--- config.mk ---
export PLATFORM = sky130hd
export DESIGN_NAME = card_host_regs
export DESIGN_NICKNAME = d
export VERILOG_FILES = /design/src/rtl/chr_pkg.sv /design/src/rtl/chr_ctrl.sv /design/src/rtl/chr_datapath.sv /design/src/rtl/card_host_regs.sv
export SDC_FILE = /design/constraint.sdc
export NUM_CORES = 1
export LEC_CHECK = 0
export ABC_AREA = 1
export BUFFER_PORTS_ARGS = -buffer_cell sky130_fd_sc_hd__clkbuf_2
export CORE_MARGIN = 2
export CORE_UTILIZATION = 45
export DETAILED_ROUTE_END_ITERATION = 16
export HOLD_SLACK_MARGIN = 0.1
export PLACE_DENSITY = 0.77
export SYNTH_ARGS = -nofsm -noshare
export SYNTH_HDL_FRONTEND = slang
export SYNTH_HIERARCHICAL = 1
export SYNTH_SLANG_ARGS = --single-unit
--- constraint.sdc ---
create_clock -name clk -period 3.2 [get_ports clk]
set_input_delay 0.16 -clock clk [delete_from_list [all_inputs] [get_ports clk]]
set_output_delay 0.16 -clock clk [all_outputs]
set_load 0.005 [all_outputs]
--- src/rtl/chr_pkg.sv ---
package chr_pkg;

  // Word indices of the register map (byte offset / 4)
  localparam int W_STATUS   = 0;
  localparam int W_ENABLE   = 1;
  localparam int W_BUF      = 2;
  localparam int W_CMD      = 3;
  localparam int W_ARG      = 4;
  localparam int W_RESP0    = 5;
  localparam int RESP_WORDS = 4;
  localparam int W_LEN      = W_RESP0 + RESP_WORDS;
  localparam int W_COUNT    = W_LEN + 1;
  localparam int W_CARD     = W_COUNT + 1;
  localparam int RIDX_W     = $clog2(RESP_WORDS);

  typedef enum logic [1:0] {
    SEL_NONE,
    SEL_STATUS,
    SEL_RESP,
    SEL_CARD
  } rdsel_t;

  typedef struct packed {
    logic              wrStatus;
    logic              wrEnable;
    logic              wrBuf;
    logic              wrCmd;
    logic              wrArg;
    logic              wrLen;
    logic              wrCount;
    logic              rdEn;
    logic              rdBad;
    rdsel_t            rdSel;
    logic [RIDX_W-1:0] rdIdx;
  } strobe_t;

endpackage

--- src/rtl/chr_ctrl.sv ---
module chr_ctrl
  import chr_pkg::*;
#(
  parameter int ADDR_W = 12
) (
  input  logic              busSel,
  input  logic              busWrite,
  input  logic [ADDR_W-1:0] busAddr,
  output strobe_t           st
);

  localparam int WORD_W = ADDR_W - 2;

  logic [WORD_W-1:0] wordIdx;
  logic              aligned;
  logic              doWr;
  logic              doRd;
  int                wi;

  assign wordIdx = busAddr[ADDR_W-1:2];
  assign aligned = (busAddr[1:0] == 2'b00);
  assign doWr    = busSel && busWrite && aligned;
  assign doRd    = busSel && !busWrite;
  assign wi      = int'(wordIdx);

  always_comb begin
    st          = '0;
    st.rdSel    = SEL_NONE;
    st.wrStatus = doWr && (wi == W_STATUS);
    st.wrEnable = doWr && (wi == W_ENABLE);
    st.wrBuf    = doWr && (wi == W_BUF);
    st.wrCmd    = doWr && (wi == W_CMD);
    st.wrArg    = doWr && (wi == W_ARG);
    st.wrLen    = doWr && (wi == W_LEN);
    st.wrCount  = doWr && (wi == W_COUNT);
    st.rdEn     = doRd;
    if (doRd) begin
      if (!aligned) begin
        st.rdBad = 1'b1;
      end else if (wi == W_STATUS) begin
        st.rdSel = SEL_STATUS;
      end else if (wi >= W_RESP0 && wi < W_RESP0 + RESP_WORDS) begin
        st.rdSel = SEL_RESP;
        st.rdIdx = RIDX_W'(wi - W_RESP0);
      end else if (wi == W_CARD) begin
        st.rdSel = SEL_CARD;
      end else begin
        st.rdBad = 1'b1;
      end
    end
  end

endmodule

--- src/rtl/chr_datapath.sv ---
module chr_datapath
  import chr_pkg::*;
#(
  parameter int DATA_W = 32,
  parameter int FLAG_W = 3
) (
  input  logic                       clk,
  input  logic                       rstN,
  input  strobe_t                    st,
  input  logic [DATA_W-1:0]          busWdata,
  output logic [DATA_W-1:0]          busRdata,
  output logic                       busRdValid,
  output logic                       busErr,
  input  logic                       cardPresent,
  input  logic                       cardReadOnly,
  output logic                       cmdStart,
  output logic [DATA_W-1:0]          cmdCode,
  output logic [DATA_W-1:0]          cmdArg,
  output logic [DATA_W-1:0]          bufAddr,
  output logic [DATA_W-1:0]          blkLen,
  output logic [DATA_W-1:0]          blkCount,
  input  logic                       engRespValid,
  input  logic [RESP_WORDS*DATA_W-1:0] engResp,
  input  logic [FLAG_W-1:0]          engFlags,
  output logic                       irq
);

  logic [FLAG_W-1:0] stsReg, stsNext, enReg;
  logic [DATA_W-1:0] respReg [RESP_WORDS];
  logic [DATA_W-1:0] rdMux;
  logic              irqReg;

  // Status: clear sources first, new flags last so they win
  always_comb begin
    stsNext = stsReg;
    if (st.wrEnable)      stsNext = '0;
    else if (st.wrStatus) stsNext = stsReg & ~busWdata[FLAG_W-1:0];
    stsNext = stsNext | engFlags;
  end

  always_ff @(posedge clk) begin
    if (!rstN) begin
      stsReg   <= '0;
      enReg    <= '0;
      irqReg   <= 1'b0;
      bufAddr  <= '0;
      cmdCode  <= '0;
      cmdArg   <= '0;
      blkLen   <= '0;
      blkCount <= '0;
      cmdStart <= 1'b0;
    end else begin
      stsReg   <= stsNext;
      irqReg   <= |(stsReg & enReg);
      cmdStart <= st.wrCmd;
      if (st.wrEnable) enReg    <= busWdata[FLAG_W-1:0];
      if (st.wrBuf)    bufAddr  <= busWdata;
      if (st.wrCmd)    cmdCode  <= busWdata;
      if (st.wrArg)    cmdArg   <= busWdata;
      if (st.wrLen)    blkLen   <= busWdata + DATA_W'(1);
      if (st.wrCount)  blkCount <= busWdata + DATA_W'(1);
    end
  end

  assign irq = irqReg;

  // Response words, one register per word
  for (genvar g = 0; g < RESP_WORDS; g++) begin : gResp
    always_ff @(posedge clk) begin
      if (!rstN)             respReg[g] <= '0;
      else if (engRespValid) respReg[g] <= engResp[g*DATA_W +: DATA_W];
    end
  end

  always_comb begin
    case (st.rdSel)
      SEL_STATUS: rdMux = DATA_W'(stsReg & enReg);
      SEL_RESP:   rdMux = respReg[st.rdIdx];
      SEL_CARD:   rdMux = DATA_W'({cardReadOnly, cardPresent});
      default:    rdMux = '0;
    endcase
  end

  always_ff @(posedge clk) begin
    if (!rstN) begin
      busRdata   <= '0;
      busRdValid <= 1'b0;
      busErr     <= 1'b0;
    end else begin
      busRdValid <= st.rdEn;
      busErr     <= st.rdEn && st.rdBad;
      if (st.rdEn) busRdata <= rdMux;
    end
  end


  w1c_chk: assert property (@(posedge clk) disable iff (!rstN)
    (st.wrStatus && engFlags == '0) |=> ((stsReg & $past(busWdata[FLAG_W-1:0])) == '0));


  enable_clears_chk: assert property (@(posedge clk) disable iff (!rstN)
    st.wrEnable |=> ((stsReg & ~$past(engFlags)) == '0));


  flag_wins_chk: assert property (@(posedge clk) disable iff (!rstN)
    (engFlags != '0) |=> ((stsReg & $past(engFlags)) == $past(engFlags)));


  irq_masked_chk: assert property (@(posedge clk) disable iff (!rstN)
    (enReg == '0) |=> !irq);


  len_plus_one_chk: assert property (@(posedge clk) disable iff (!rstN)
    st.wrLen |=> (blkLen == $past(busWdata) + DATA_W'(1)));


  start_pulse_chk: assert property (@(posedge clk) disable iff (!rstN)
    st.wrCmd |=> (cmdStart && cmdCode == $past(busWdata)));


  no_start_chk: assert property (@(posedge clk) disable iff (!rstN)
    !st.wrCmd |=> !cmdStart);


  bad_read_zero_chk: assert property (@(posedge clk) disable iff (!rstN)
    busErr |-> (busRdValid && busRdata == '0));

endmodule

--- src/rtl/card_host_regs.sv ---
module card_host_regs
  import chr_pkg::*;
(
  input  logic          clk,
  input  logic          rstN,
  input  logic          busSel,
  input  logic          busWrite,
  input  logic [11:0]   busAddr,
  input  logic [31:0]   busWdata,
  output logic [31:0]   busRdata,
  output logic          busRdValid,
  output logic          busErr,
  input  logic          cardPresent,
  input  logic          cardReadOnly,
  output logic          cmdStart,
  output logic [31:0]   cmdCode,
  output logic [31:0]   cmdArg,
  output logic [31:0]   bufAddr,
  output logic [31:0]   blkLen,
  output logic [31:0]   blkCount,
  input  logic          engRespValid,
  input  logic [127:0]  engResp,
  input  logic [2:0]    engFlags,
  output logic          irq
);

  strobe_t st;

  chr_ctrl #(.ADDR_W(12)) uCtrl (
    .busSel   (busSel),
    .busWrite (busWrite),
    .busAddr  (busAddr),
    .st       (st)
  );

  chr_datapath #(.DATA_W(32), .FLAG_W(3)) uData (
    .clk          (clk),
    .rstN         (rstN),
    .st           (st),
    .busWdata     (busWdata),
    .busRdata     (busRdata),
    .busRdValid   (busRdValid),
    .busErr       (busErr),
    .cardPresent  (cardPresent),
    .cardReadOnly (cardReadOnly),
    .cmdStart     (cmdStart),
    .cmdCode      (cmdCode),
    .cmdArg       (cmdArg),
    .bufAddr      (bufAddr),
    .blkLen       (blkLen),
    .blkCount     (blkCount),
    .engRespValid (engRespValid),
    .engResp      (engResp),
    .engFlags     (engFlags),
    .irq          (irq)
  );

endmodule

==> impl_metrics.env, run 1 <==
export IMPL_cts_max_path_buffers=3
export IMPL_ys_async_sr_fraction=0
export IMPL_avgSynthCellArea_um2=8.02
export IMPL_fin_setup_tns_ps=0
export IMPL_syn_area_um2=14200
export IMPL_synth_nets=1952
export IMPL_die_w_um=181
export IMPL_outcome="complete, no violations"
export IMPL_rsz0062_at_grt="false"
export IMPL_dp_cells=2461
export IMPL_power_density_nw_per_um2=488
export IMPL_drtIter0Drc=1572
export IMPL_startpoint_type="input port"
export IMPL_fmax_mhz=393
export IMPL_slew_headroom=0.231
export IMPL_clkLatencyLatePin_ps=530
export IMPL_ys_types=36
export IMPL_worst_pin_slew_ps=1150
export IMPL_hp_start="busWdata[1]"
export IMPL_critical_path_class="in -> reg"
export IMPL_drt_wl_total_um=49500
export IMPL_grt_antenna_before_repair=0
export IMPL_grt_pass1_wl_um=75400
export IMPL_p_seq_frac=0.486
export IMPL_layout_min_cycle_time_ps=2540
export IMPL_skew_ps=27.3
export IMPL_die_h_um=181
export IMPL_synthCells=1765
export IMPL_post_route_cells_drive_above_1_share=0.215
export IMPL_start_util=0.460
export IMPL_grt_pass1_vias=14200
export IMPL_firstDrtPassIters=5
export IMPL_viasPerCell=5.31
export IMPL_p_clk_frac=0.439
export IMPL_p_leak_nw=9.35
export IMPL_clock_sinks=330
export IMPL_rows=64
export IMPL_hpwl_um=30500
export IMPL_vias=14300
export IMPL_cts_tree="yes"
export IMPL_io_buffers=377
export IMPL_grt_max_degree=75
export IMPL_endpoint_kind="flop"
export IMPL_min_path_type="in -> reg"
export IMPL_total_power_w=0.00937
export IMPL_p_int_w=0.00720
export IMPL_clk_pin_slew_ps=60
export IMPL_worstSetupStartpoint="busWrite"
export IMPL_cts_buffers=35
export IMPL_ys_flop_type="dfxtp_1"
export IMPL_fp_dieArea_um2=32900
export IMPL_synth_edff_count=128
export IMPL_power_switching_w=0.00217
export IMPL_crit_path_max_fanout=32
export IMPL_htree_levels=2
export IMPL_drv_cap=0
export IMPL_final_nets=2454
export IMPL_overflow=0
export IMPL_stdcell_area_um2=19200
export IMPL_placed_cell_area_um2=16400
export IMPL_ir_drop_mv=0.321
export IMPL_ys_ff_latch=330
export IMPL_core_um2=30700
export IMPL_finalNonFillerCells=2690
export IMPL_diodes=0
export IMPL_swShare=0.232
export IMPL_drtAntennaViolNets=0
export IMPL_boundaryPins=378
export IMPL_finalSetupViolCount=0
export IMPL_finalHoldViolations=0
export IMPL_grtUsageTotal=0.292
export IMPL_maxSlewViolCount=0
export IMPL_final_util=0.625
export IMPL_root_buffer="clkbuf_16"
export IMPL_cp_arrival_ps=2970
export IMPL_ys_seq_area_frac=0.557
export IMPL_r2r_start="uData/stsReg[1]"
export IMPL_cp_required_ps=3620
export IMPL_pwr_share_comb=0.075
export IMPL_area_delta_synth_final_pct=35.7
export IMPL_globalplace_congestion=0.946
export IMPL_yosysWarningCount=6
export IMPL_wl_per_cell_um=18.4
export IMPL_drc=0
export IMPL_period_share=0.795
-- stage by stage --
stage | hold WS, ps | setup slack [ps]
after floorplan | 254 | 659
after global placement | 372 | 784
after detailed placement | 385 | 575
after CTS | 106 | 811
after global routing | 105 | 590
final | 109 | 655
-- power groups by stage --
stage	Sequential [W]	Combinational [W]	Clock (W)
after floorplan	0.00463	0.000256	0
after global placement	0.00464	0.000485	0
after detailed placement	0.00464	0.000494	0
after CTS	0.00455	0.000656	0.00412
after global routing	0.00456	0.000748	0.00431
final	0.00455	0.000701	0.00412
-- synthesized netlist by cell type, types with 2 or more instances --
cell / count / area (um2)
nand3_2: 2 / 20.0
o22ai_1: 29 / 181
inv_2: 5 / 18.8
xor2_2: 2 / 32.5
inv_1: 251 / 942
buf_1: 3 / 11.3
nor2_2: 8 / 50.1
o21a_1: 2 / 15.0
buf_4: 3 / 22.5
xnor2_1: 2 / 17.5
edfxtp_1: 128 / 3840
buf_2: 20 / 100
dfxtp_1: 202 / 4040
a21oi_1: 131 / 656
xor2_1: 7 / 61.3
nor3_1: 5 / 25.0
nand4_1: 2 / 12.5
clkbuf_1: 68 / 255
nand2_4: 2 / 22.5
nand3_1: 65 / 325
nand2_2: 5 / 31.3
nand2_1: 239 / 897
o21ai_0: 181 / 906
ha_1: 5 / 62.6
nor2_1: 382 / 1430
nor2_4: 6 / 67.6
-- what timing repair did --
action                     CTS  global route
buffers inserted             0             0
setup endpoints to repair    0             0
hold endpoints to repair   261             0
gates resized for setup      0             0
hold buffers               165             0
-- layer usage --
layer,part of all wire,track usage,vias up,wire [um]
li1,-,-,6610,-
met1,0.36,0.332,6517,17900
met2,0.48,0.507,948,23900
met3,0.099,0.0635,207,4900
met4,0.056,0.169,0,2790
met5,0,0,-,0
-- cells in the final DEF, fill, tap and decap left out, types with 7 or more instances in the layout --
master,netlist,final
a21oi_1,131,131
buf_4,3,15
clkbuf_16,0,39
clkbuf_2,1,376
clkbuf_8,0,7
dfxtp_1,202,202
dlygate4sd3_1,0,165
edfxtp_1,128,128
inv_1,251,250
nand2_1,239,238
nand3_1,65,65
nor2_1,382,380
nor2_2,8,8
nor2_4,6,8
o21ai_0,181,181
o22ai_1,29,29
xor2_1,7,7
-- critical path, cell delays in order --
cell and delay, ps:
dlygate4sd3_1 520, clkbuf_2 120, nor2_1 50, buf_4 150
inv_1 70, nor2_1 50, nand2_1 110, nor3_2 60
inv_1 820, o21ai_0 330, o22ai_1 270, nand2_1 100
a21oi_1 140
-- registers in the layout (all words and copies together) (netlist names), 3 cells and up --
register	flops
uData/blkCount	32
uData/blkLen	32
uData/bufAddr	32
uData/stsReg	3
uData/enReg	3
uData/busRdata	32
uData/cmdArg	32
uData/respReg	128
uData/cmdCode	32
-- area by class of cell --
cell class | instances | area (um2)
fill | 2437 | 11500
sequential | 330 | 7890
multi-input combinational | 1083 | 4960
timing repair buffer | 561 | 3730
clock buffer | 52 | 1090
inverter | 256 | 962
tap | 396 | 495
clock inverter | 12 | 80.1
-- worst paths after layout --
check,endpoint,slack [ps],cells past startpoint
setup / recovery,uData/busRdata[10],660,13
hold / removal,uData/cmdArg[1],110,3
setup reg to reg,uData/stsReg[1],1920,5
hold reg to reg,uData/busRdata[7],470,2
-- kinds of logic after synthesis --
logic type / Yosys count / share of synthesized area
DFF: 330 / 0.557
and+or+nand+nor: 722 / 0.209
adders and majority gates: 5 / 0.00442
AOI/OAI and AO/OA: 345 / 0.125
buffers and inverters: 352 / 0.0965
xor gates and xnor gates: 11 / 0.00787
Note: power is estimated with default switching activity, not from simulation.
==> inputs of run 2 (changes only) <==
- ABC_AREA: 1 -> 0
- PLACE_DENSITY: 0.77 -> 0.8
- clock period: 3.2 -> 2.3 ns (I/O delays scaled with it)
==> run 2 against run 1 <==
Against the previous run:
- sequential share of layout area increased by 0.73 points
- total power increased by 40%
- first-iteration DRC count decreased by 38%
- synthesized cell count decreased by 33%
- via count down 18%
- combinational power increased by 36%
- synthesized area down 4.5%
- cell count fell by 21%
- utilization up 1.2 points
- routed wire length is 13% lower
- hold slack gained 19 ps
- non-clock buffer count is 21 higher
- highest routed layer unchanged
==> impl_metrics.env, run 2 <==
export IMPL_outcome="complete, no violations"
export IMPL_clock_sinks=330
export IMPL_largest_reg_flops=128
export IMPL_synth_edff_count=128
export IMPL_hpwl_um=26100
export IMPL_critical_path_class="in -> reg"
export IMPL_io_buffers=377
export IMPL_clkLatencyLatePin_ps=520
export IMPL_clk_pin_slew_ps=60
export IMPL_maxSlewViolCount=0
export IMPL_cp_required_ps=2680
export IMPL_worst_pin_slew_ps=903
export IMPL_globalplace_congestion=0.846
export IMPL_crit_path_max_fanout=8
export IMPL_crit_path_top_delay_cell="dlygate4sd3_1"
export IMPL_synthCells=1185
export IMPL_fin_setup_tns_ps=0
export IMPL_final_util=0.637
export IMPL_avgSynthCellArea_um2=11.4
export IMPL_dp_cells=1882
export IMPL_ys_flop_type="dfxtp_1"
export IMPL_cts_buffers=35
export IMPL_finalSetupViolCount=0
export IMPL_firstDrtPassIters=5
export IMPL_final_common_cell="clkbuf_2"
export IMPL_total_power_w=0.0131
export IMPL_htree_levels=2
export IMPL_crit_chain="dlygate4sd3_1 > clkbuf_2 > nor2b_2 > a22oi_1 > nor3_2 > buf_4 > buf_12 > mux4_2 > a21oi_1 > nor2_1"
export IMPL_synth_commonest_cells="dfxtp_1, nor2_1, and3_1, edfxtp_1, mux2i_1"
export IMPL_fillers=2153
export IMPL_die_w_um=177
export IMPL_drtAntennaViolNets=0
export IMPL_die_h_um=177
export IMPL_grt_max_degree=129
export IMPL_fp_dieArea_um2=31500
export IMPL_post_route_cells_drive_above_1_share=0.299
export IMPL_overflow=0
export IMPL_ir_drop_mv=0.534
export IMPL_power_density_nw_per_um2=693
export IMPL_yosys_area_top_type="dfxtp_1"
export IMPL_drc=0
export IMPL_synth_nets=1372
export IMPL_yosysWarningCount=6
export IMPL_wl_per_cell_um=20.3
export IMPL_grt_pass1_wl_um=64600
export IMPL_start_util=0.456
export IMPL_whs_ps=128
export IMPL_finalNonFillerCells=2125
export IMPL_cts_max_path_buffers=3
export IMPL_period_share=0.987
export IMPL_slew_headroom=0.398
export IMPL_synth_top_cell_area_share=0.299
export IMPL_startpoint_type="input port"
export IMPL_endpoint_kind="flop"
export IMPL_regMostFlops="uData/respReg"
export IMPL_viasPerCell=5.51
export IMPL_ys_types=48
export IMPL_vias=11700
export IMPL_layout_min_cycle_time_ps=2270
export IMPL_min_path_type="in -> reg"
export IMPL_rsz0062_at_grt="true"
export IMPL_boundaryPins=378
export IMPL_drv_cap=0
export IMPL_finalHoldViolations=0
export IMPL_final_nets=1887
export IMPL_p_leak_nw=8.02
export IMPL_root_buffer="clkbuf_16"
export IMPL_cts_tree="yes"
export IMPL_cp_arrival_ps=2650
export IMPL_grt_antenna_before_repair=6
export IMPL_syn_area_um2=13500
export IMPL_ys_async_sr_fraction=0
export IMPL_core_um2=29600
export IMPL_grtUsageTotal=0.265
export IMPL_fmax_mhz=440
export IMPL_ys_top_cells_by_area="dfxtp_1, edfxtp_1, mux2i_1"
export IMPL_grt_pass1_vias=11800
export IMPL_cts_setup_buffers=0
export IMPL_yosysMostFrequentCell="dfxtp_1"
export IMPL_skew_ps=23.8
export IMPL_area_delta_synth_final_pct=39.6
export IMPL_critical_path_max_stage_delay_ps=560
export IMPL_ys_seq_area_frac=0.583
export IMPL_drtIter0Drc=981
export IMPL_layout_common_cells="clkbuf_2, dfxtp_1, dlygate4sd3_1"
export IMPL_ys_ff_latch=330
export IMPL_drt_wl_total_um=43100
export IMPL_rows=63
## run 2: layer usage
metal | global-route usage | wire [um] | up-vias
met5 | 0 | 0 | -
met4 | 0.156 | 2570 | 0
met3 | 0.0527 | 3240 | 159
met2 | 0.458 | 21300 | 605
met1 | 0.306 | 15900 | 5569
li1 | - | - | 5372
## run 2: report_power, final
part	internal (W)	leakage (nW)	switching, W
Sequential	0.00628	3.00	0.0000706
Clock	0.00342	0.574	0.00236
Combinational	0.000472	4.44	0.000478
## run 2: what timing repair did
action / CTS / global route
hold buffers: 171 / 0
gates resized for setup: 0 / 1
hold endpoints to repair: 285 / 0
setup endpoints to repair: 0 / 11
## run 2: worst max-delay path, delay by kind of cell
| kind | cells | cell delay (ps) |
|---|---|---|
| buffers and inverters | 4 | 1130 |
| muxes | 1 | 550 |
| and+or+nand+nor | 3 | 480 |
| AOI/OAI and AO/OA | 2 | 360 |
## run 2: final cells by class
cell class                      count  area [um2]  share of cell area
Sequential cell                   330        7890               0.418
Multi-Input combinational cell    741        5230               0.277
Timing Repair Buffer              582        4030               0.214
Clock buffer                       45         955              0.0506
Tap cell                          390         488              0.0259
Clock inverter                     19         223              0.0118
Inverter                           10        40.0             0.00212
Antenna cell                        8        20.0             0.00106
## run 2: path summary, 6_finish.rpt
check | from | end | slack (ps) | depth (start not counted)
max | busAddr[4] | uData/busRdata[18] | 30 | 10
min | rstN | uData/blkLen[25] | 130 | 3
max reg2reg | uData/respReg[2][18] | uData/busRdata[18] | 890 | 3
min reg2reg | uData/blkCount[2] | uData/blkCount[2] | 480 | 2
## run 2: stage by stage
step / worst slack [ps] / instance area (um2)
6_report: 28.8 / 18900
5_1_grt: -22.1 / 18900
4_1_cts: 80.4 / 18800
3_5_place_dp: -56.3 / 16000
3_3_place_gp: 26.4 / 16000
2_1_floorplan: 101 / 13500
## run 2: logic make-up after synthesis
kind of cell	synth area share
AO/OA/AOI/OAI	0.0740
flip-flops	0.583
adder cells (fa/ha/maj)	0.00463
buffers and inverters	0.0341
multiplexers	0.130
XOR/XNOR	0.00842
AND/OR/NAND/NOR	0.166
